[src/rtl/bpq_pkg.sv]
package bpq_pkg;

  // Transitions found between consecutive synchronised samples
  typedef struct packed {
    logic rise;
    logic fall;
  } bpq_edges_t;

endpackage

[src/rtl/bpq_sync.sv]
module bpq_sync #(
  parameter int STAGES = 2
) (
  input  logic clk,
  input  logic rst,
  input  logic din,
  output logic dout
);

  logic [STAGES-1:0] chain_q;

  generate
    genvar g;
    for (g = 0; g < STAGES; g++) begin : g_stage
      if (g == 0) begin : g_first
        always_ff @(posedge clk) begin
          if (rst) chain_q[0] <= 1'b0;
          else     chain_q[0] <= din;
        end
      end else begin : g_next
        always_ff @(posedge clk) begin
          if (rst) chain_q[g] <= 1'b0;
          else     chain_q[g] <= chain_q[g-1];
        end
      end
    end
  endgenerate

  assign dout = chain_q[STAGES-1];

endmodule

[src/rtl/bpq_edge.sv]
module bpq_edge
  import bpq_pkg::*;
(
  input  logic       clk,
  input  logic       rst,
  input  logic       level,
  output bpq_edges_t edges
);

  logic prev_q;

  always_ff @(posedge clk) begin
    if (rst) prev_q <= 1'b0;
    else     prev_q <= level;
  end

  always_comb begin
    edges.rise = level & ~prev_q;
    edges.fall = ~level & prev_q;
  end

endmodule

[src/rtl/bpq_blank.sv]
module bpq_blank #(
  parameter int CNT_W = 21
) (
  input  logic             clk,
  input  logic             rst,
  input  logic             restart,
  output logic [CNT_W-1:0] count,
  output logic             busy
);

  localparam logic [CNT_W-1:0] CNT_FULL = {CNT_W{1'b1}};
  localparam logic [CNT_W-1:0] CNT_ZERO = '0;

  logic [CNT_W-1:0] cnt_q;

  always_ff @(posedge clk) begin
    if (rst)                    cnt_q <= CNT_ZERO;
    else if (restart)           cnt_q <= CNT_FULL;
    else if (cnt_q != CNT_ZERO) cnt_q <= cnt_q - 1'b1;
  end

  assign count = cnt_q;
  assign busy  = (cnt_q != CNT_ZERO);

endmodule

[src/rtl/btn_press_qualifier.sv]
module btn_press_qualifier
  import bpq_pkg::*;
#(
  parameter int CNT_W       = 21,
  parameter int SYNC_STAGES = 2
) (
  input  logic clk,
  input  logic rst,
  input  logic btn_raw,
  output logic press_pulse,
  output logic blank_active
);

  logic             btn_sync;
  bpq_edges_t       edges;
  logic [CNT_W-1:0] blank_cnt;
  logic             blank_busy;
  logic             pulse_q;
  logic             rise_w;
  logic             fall_w;

  bpq_sync #(.STAGES(SYNC_STAGES)) i_sync (
    .clk  (clk),
    .rst  (rst),
    .din  (btn_raw),
    .dout (btn_sync)
  );

  bpq_edge i_edge (
    .clk   (clk),
    .rst   (rst),
    .level (btn_sync),
    .edges (edges)
  );

  assign rise_w = edges.rise;
  assign fall_w = edges.fall;

  bpq_blank #(.CNT_W(CNT_W)) i_blank (
    .clk     (clk),
    .rst     (rst),
    .restart (fall_w),
    .count   (blank_cnt),
    .busy    (blank_busy)
  );

  always_ff @(posedge clk) begin
    if (rst) pulse_q <= 1'b0;
    else     pulse_q <= rise_w & ~blank_busy;
  end

  assign press_pulse  = pulse_q;
  assign blank_active = blank_busy;

endmodule

[config.mk]
export PLATFORM = sky130hd
export DESIGN_NAME = btn_press_qualifier
export DESIGN_NICKNAME = d
export VERILOG_FILES = /design/src/rtl/bpq_pkg.sv /design/src/rtl/bpq_sync.sv /design/src/rtl/bpq_edge.sv /design/src/rtl/bpq_blank.sv /design/src/rtl/btn_press_qualifier.sv
export SDC_FILE = /design/constraint.sdc
export NUM_CORES = 1
export LEC_CHECK = 0
export CAP_MARGIN = 20
export CORE_MARGIN = 8
export CORE_UTILIZATION = 45
export CTS_CLUSTER_SIZE = 20
export DETAILED_ROUTE_END_ITERATION = 10
export GPL_TIMING_DRIVEN = 0
export PLACE_DENSITY_LB_ADDON = 0.12
export RECOVER_POWER = 50
export SKIP_LAST_GASP = 1
export SYNTH_ARGS = -nofsm -noshare
export SYNTH_HDL_FRONTEND = slang
export SYNTH_SLANG_ARGS = --single-unit
[constraint.sdc]
create_clock -name clk -period 2.2 [get_ports clk]
set_input_delay 0.44 -clock clk [delete_from_list [all_inputs] [get_ports clk]]
set_output_delay 0.44 -clock clk [all_outputs]
set_load 0.05 [all_outputs]
## Word-level counts from Yosys, hierarchy flattened

Cells that the tools add are included.

| cells by class | value |
|---|---|
| reductions and logical operators | 2 |
| add/sub/neg operators | 1 |
| muxes and demuxes | 2 |
| bitwise operators | 6 |

Operators by type and width:

| cell | count |
|---|---|
| 2-to-1 mux 21 bit | 2 |
| nonzero test 21 bit | 1 |
| subtractor 21 x 1 -> 21 bit (second input constant) | 1 |
| AND 1 bit | 3 |
| NOT 1 bit | 3 |
| nonzero test 2 bit | 1 |

| storage, ports and cells | value |
|---|---|
| logic and storage cells | 16 |
| output and inout bits | 2 |
| register bits after elaboration | 25 |
| input bits | 3 |

## Depth between registers and ports, before layout

| depth | value |
|---|---|
| depth in word-level cells | 3 |
| gate-level depth with buffers | 7 |
| gate-level depth less buffers | 6 |

## Hierarchy

A second synthesis with hierarchy kept.

| unflattened totals | value |
|---|---|
| cells, all modules | 132 |
| area, all modules | 1,265.0 um^2 |

Modules (own cells, without submodules):

| module | cells an instance | seq. area each (um^2) | area an instance (um^2) | times used |
|---|---|---|---|---|
| bpq_blank | 122 | 420.4 | 1,141.1 | 1 |
| bpq_sync | 4 | 40.0 | 52.6 | 1 |
| bpq_edge | 4 | 20.0 | 38.8 | 1 |
| btn_press_qualifier | 2 | 20.0 | 32.5 | 1 |

## Least setup slack after synthesis

No wires, ideal clock.

| timing path | value |
|---|---|
| path kind | register to output |
| start point | register i_blank.cnt_q[0], in the netlist i_blank.count[0] |
| end point | output blank_active |
| setup slack | 0.151 ns |
| stages on the path, launching flop included | 7 |
| required time | 1.760 ns |
| buffers on the path | 1 |
| data arrival time | 1.609 ns |
| cell sequence | dfxtp_1 inv_1 ha_1 nor4b_2 and4_2 buf_2 nand2_1 |

| on the way | value |
|---|---|
| word-level cells in the longest chain between the ends | 1 |

Ends and longest elaborated chain:

| element | RTL line | source |
|---|---|---|
| start, declared | bpq_blank.sv:14 | `logic [CNT_W-1:0] cnt_q;` |
| start signal, assigned | bpq_blank.sv:19 | `else if (cnt_q != CNT_ZERO) cnt_q <= cnt_q - 1'b1;` |
| nonzero test 21 bit | bpq_blank.sv:23 | `assign busy = (cnt_q != CNT_ZERO);` |
| end, declared | btn_press_qualifier.sv:11 | `output logic blank_active` |

No other way between the ends.

## Final worst setup path

| timing path | value |
|---|---|
| start point | register i_blank.cnt_q[12], in the netlist i_blank.count[12] |
| end point | output blank_active |

The elaborated chain is that of the path after synthesis.

==> out/qor.csv <==
metric;value;unit
Area contributors post-synth;dfxtp_1 38%, a31oi_1 5.2%, o31ai_1 4.0%;
Area Overhead vs Synth;13.1;%
FILL cells;259;
antenna-violating nets left;0;
die height;70.3;um
clock network fraction of design power;7.9;%
post-route minimum period;2.07;ns
GR Overflow Total;0;
CP startpoint kind;flip-flop;
fmax;483;MHz
worst slew pin tran;0.523;ns
switching share of power;47.3;%
Post-synth EDFFs;0;
most common cell in the netlist;dfxtp_1;
Flop pwr share;32.6;%
# port buffers;4;
vias post-DR;1238;
syn nets;154;
layout cells sized above 1;16.1;%
Internal;1.38;mW
Rows;19;
DRT iter0 DRCs;89;
Crit. Startpoint;i_blank.count[12];
status;finished, final reports clean;
CTS clk-pin slew, worst paths;0.14;ns
Slew Limit Fails;0;
total power;2.62;mW
Total Nets Final;167;
CTS Buffer Depth;2;
WP data required;1.76;ns
clk sinks;25;
final setup vio count;0;
critical path peak fanout;5;
vias in the first global route;1221;
Synth top cells by count;25 x dfxtp_1, 11 x a31oi_1, 9 x nor2_1;
largest net degree at the start of global routing;14;
Setup TNS Final;0;ns
number of synthesized register bits;25;
wire length per cell;17.1;um
Seq/Total Area, Yosys;37.7;%
Synth Instances;149;
Post-synth ARST share;0;%
placed wire-length estimate;2.27;mm
Yosys top cell area share;37.7;%
clock latency on the worst-skew pair;0.32;ns
RSZ-0062 raised after global routing;no;
Yosys top cell by area;dfxtp_1;
MaxCap Viol Count;0;
Final Hold Viols;0;
power per cell area;1740;mW/mm^2
Die ar.;0.00495;sq mm
Yosys Warn Count;0;
Worst setup EP type;primary output;
Arrival @ worst endpoint;1.63;ns
Final WS setup;0.130;ns
TritonCTS clock tree;built;
reg2reg start;i_blank.count[1];
GP Congestion;0.869;
post-synth cell types;43;
worst min-delay path startpoint;i_sync.chain_q[0];
clk_skew;0.0105;ns
Final period util;94.1;%
Logic pwr share;59.5;%
ys flop type;dfxtp_1;
H-Tree Level Count;1;
root buf cell;clkbuf_4;
Initial Util;47.8;%
Post-Place Worst Slack;-0.612;ns
Die X;70.3;um
antenna violations before repair;0;
Routed WL;3.28;mm
worst vdd ir;0.000962;V
GRT Total Usage;13.5;%
Hold Path Class;flip-flop to flip-flop;
synthesized cell area;0.00133;sq mm
Max-slew headroom;65.0;%
DR vias/cell;6.45;
Lkg Pwr;0.504;nW
# IOs;5;
Worst Setup Path Type;flip-flop to primary output;
first-pass GRT wire length;5.72;mm
# diodes;0;
DRT Pass-1 Iters;4;
switching power;1.24;mW
Mapped Avg Cell Area;8.92;sq um
core box area;0.00278;sq mm
drt drc;0;
total CTS buffers;3;
## power by group through the flow
stage               sequential [mW]  clock (mW)  combinational, mW
floorplan                     0.798           0               1.11
global placement              0.834           0               1.34
detailed placement            0.846           0               1.38
CTS                           0.844       0.215               1.50
global route                  0.881       0.236               1.75
finish                        0.855       0.206               1.56
## critical path, stage by stage, from the launching register on
cell and delay (ns):
dfxtp_1 0.37, nor4_1 0.41, and4_4 0.31, nand2_4 0.06, buf_8 0.15
## cell type report
class	count	area (sq um)	area share, %
Sequential cell	25	503	33.5
Clock buffer	4	26.3	1.75
Buffer	7	27.5	1.83
Multi-Input combinational cell	112	811	54.0
Tap cell	31	38.8	2.58
Timing Repair Buffer	9	78.8	5.25
Inverter	4	17.5	1.17
## kinds of logic after synthesis
| logic type | share of synthesized area (%) |
|---|---|
| compound gates | 19.5 |
| fa+ha+maj | 1.88 |
| buf+inv | 3.58 |
| flops | 37.7 |
| simple gates | 37.4 |
## placed cells by master (no fill, tap or decap), types with 3 or more instances in the layout
cell type	synthesis	layout
nand4_1	4	4
a21oi_1	4	4
or4_1	5	5
o31ai_1	7	7
o21ai_0	4	4
buf_4	0	4
nor4_1	8	8
a31oi_1	11	11
dfxtp_1	25	23
a211oi_1	6	6
clkbuf_4	0	3
nor3_1	7	7
clkbuf_1	5	7
nor2_1	9	9
nor2b_1	4	4
nand2_1	8	7
## worst paths after layout
kind | end | slack (ns) | cells past startpoint
setup / recovery | blank_active | 0.13 | 4
hold / removal | i_sync.dout | 0.46 | 1
setup reg to reg | i_blank.count[20] | 0.19 | 6
hold reg to reg | i_sync.dout | 0.46 | 1
## through the flow
step	std cells	utilization (%)	instance area, sq um	hold WS [ns]
3_3_place_gp	184	50.6	1410	0.426
6_report	192	54.0	1500	0.460
2_1_floorplan	149	-	1330	0.414
5_1_grt	192	54.0	1500	0.491
4_1_cts	191	52.7	1470	0.461
3_5_place_dp	184	50.6	1410	0.437
## flip-flops by register name, summed over array words and instances (netlist names)
register        flops
i_sync.chain_q      1
press_pulse         1
i_blank.count      21
i_sync.dout         1
i_edge.prev_q       1
## metal layers
layer / vias to the layer above / wire, um / GRT usage [%]
met4: 0 / 42 / 3.79
met1: 595 / 1510 / 18.0
met3: 4 / 156 / 3.25
met2: 24 / 1570 / 21.0
li1: 615 / - / -
met5: - / 0 / 0
## what timing repair did
action                                  4_1_cts  5_1_grt
pin swaps                                     3        1
endpoints found under the setup margin        1        2
hold buffers                                  0        0
setup buffers                                 4        1
gates resized for setup                       8       11
Power figures use the tool's default switching activity.
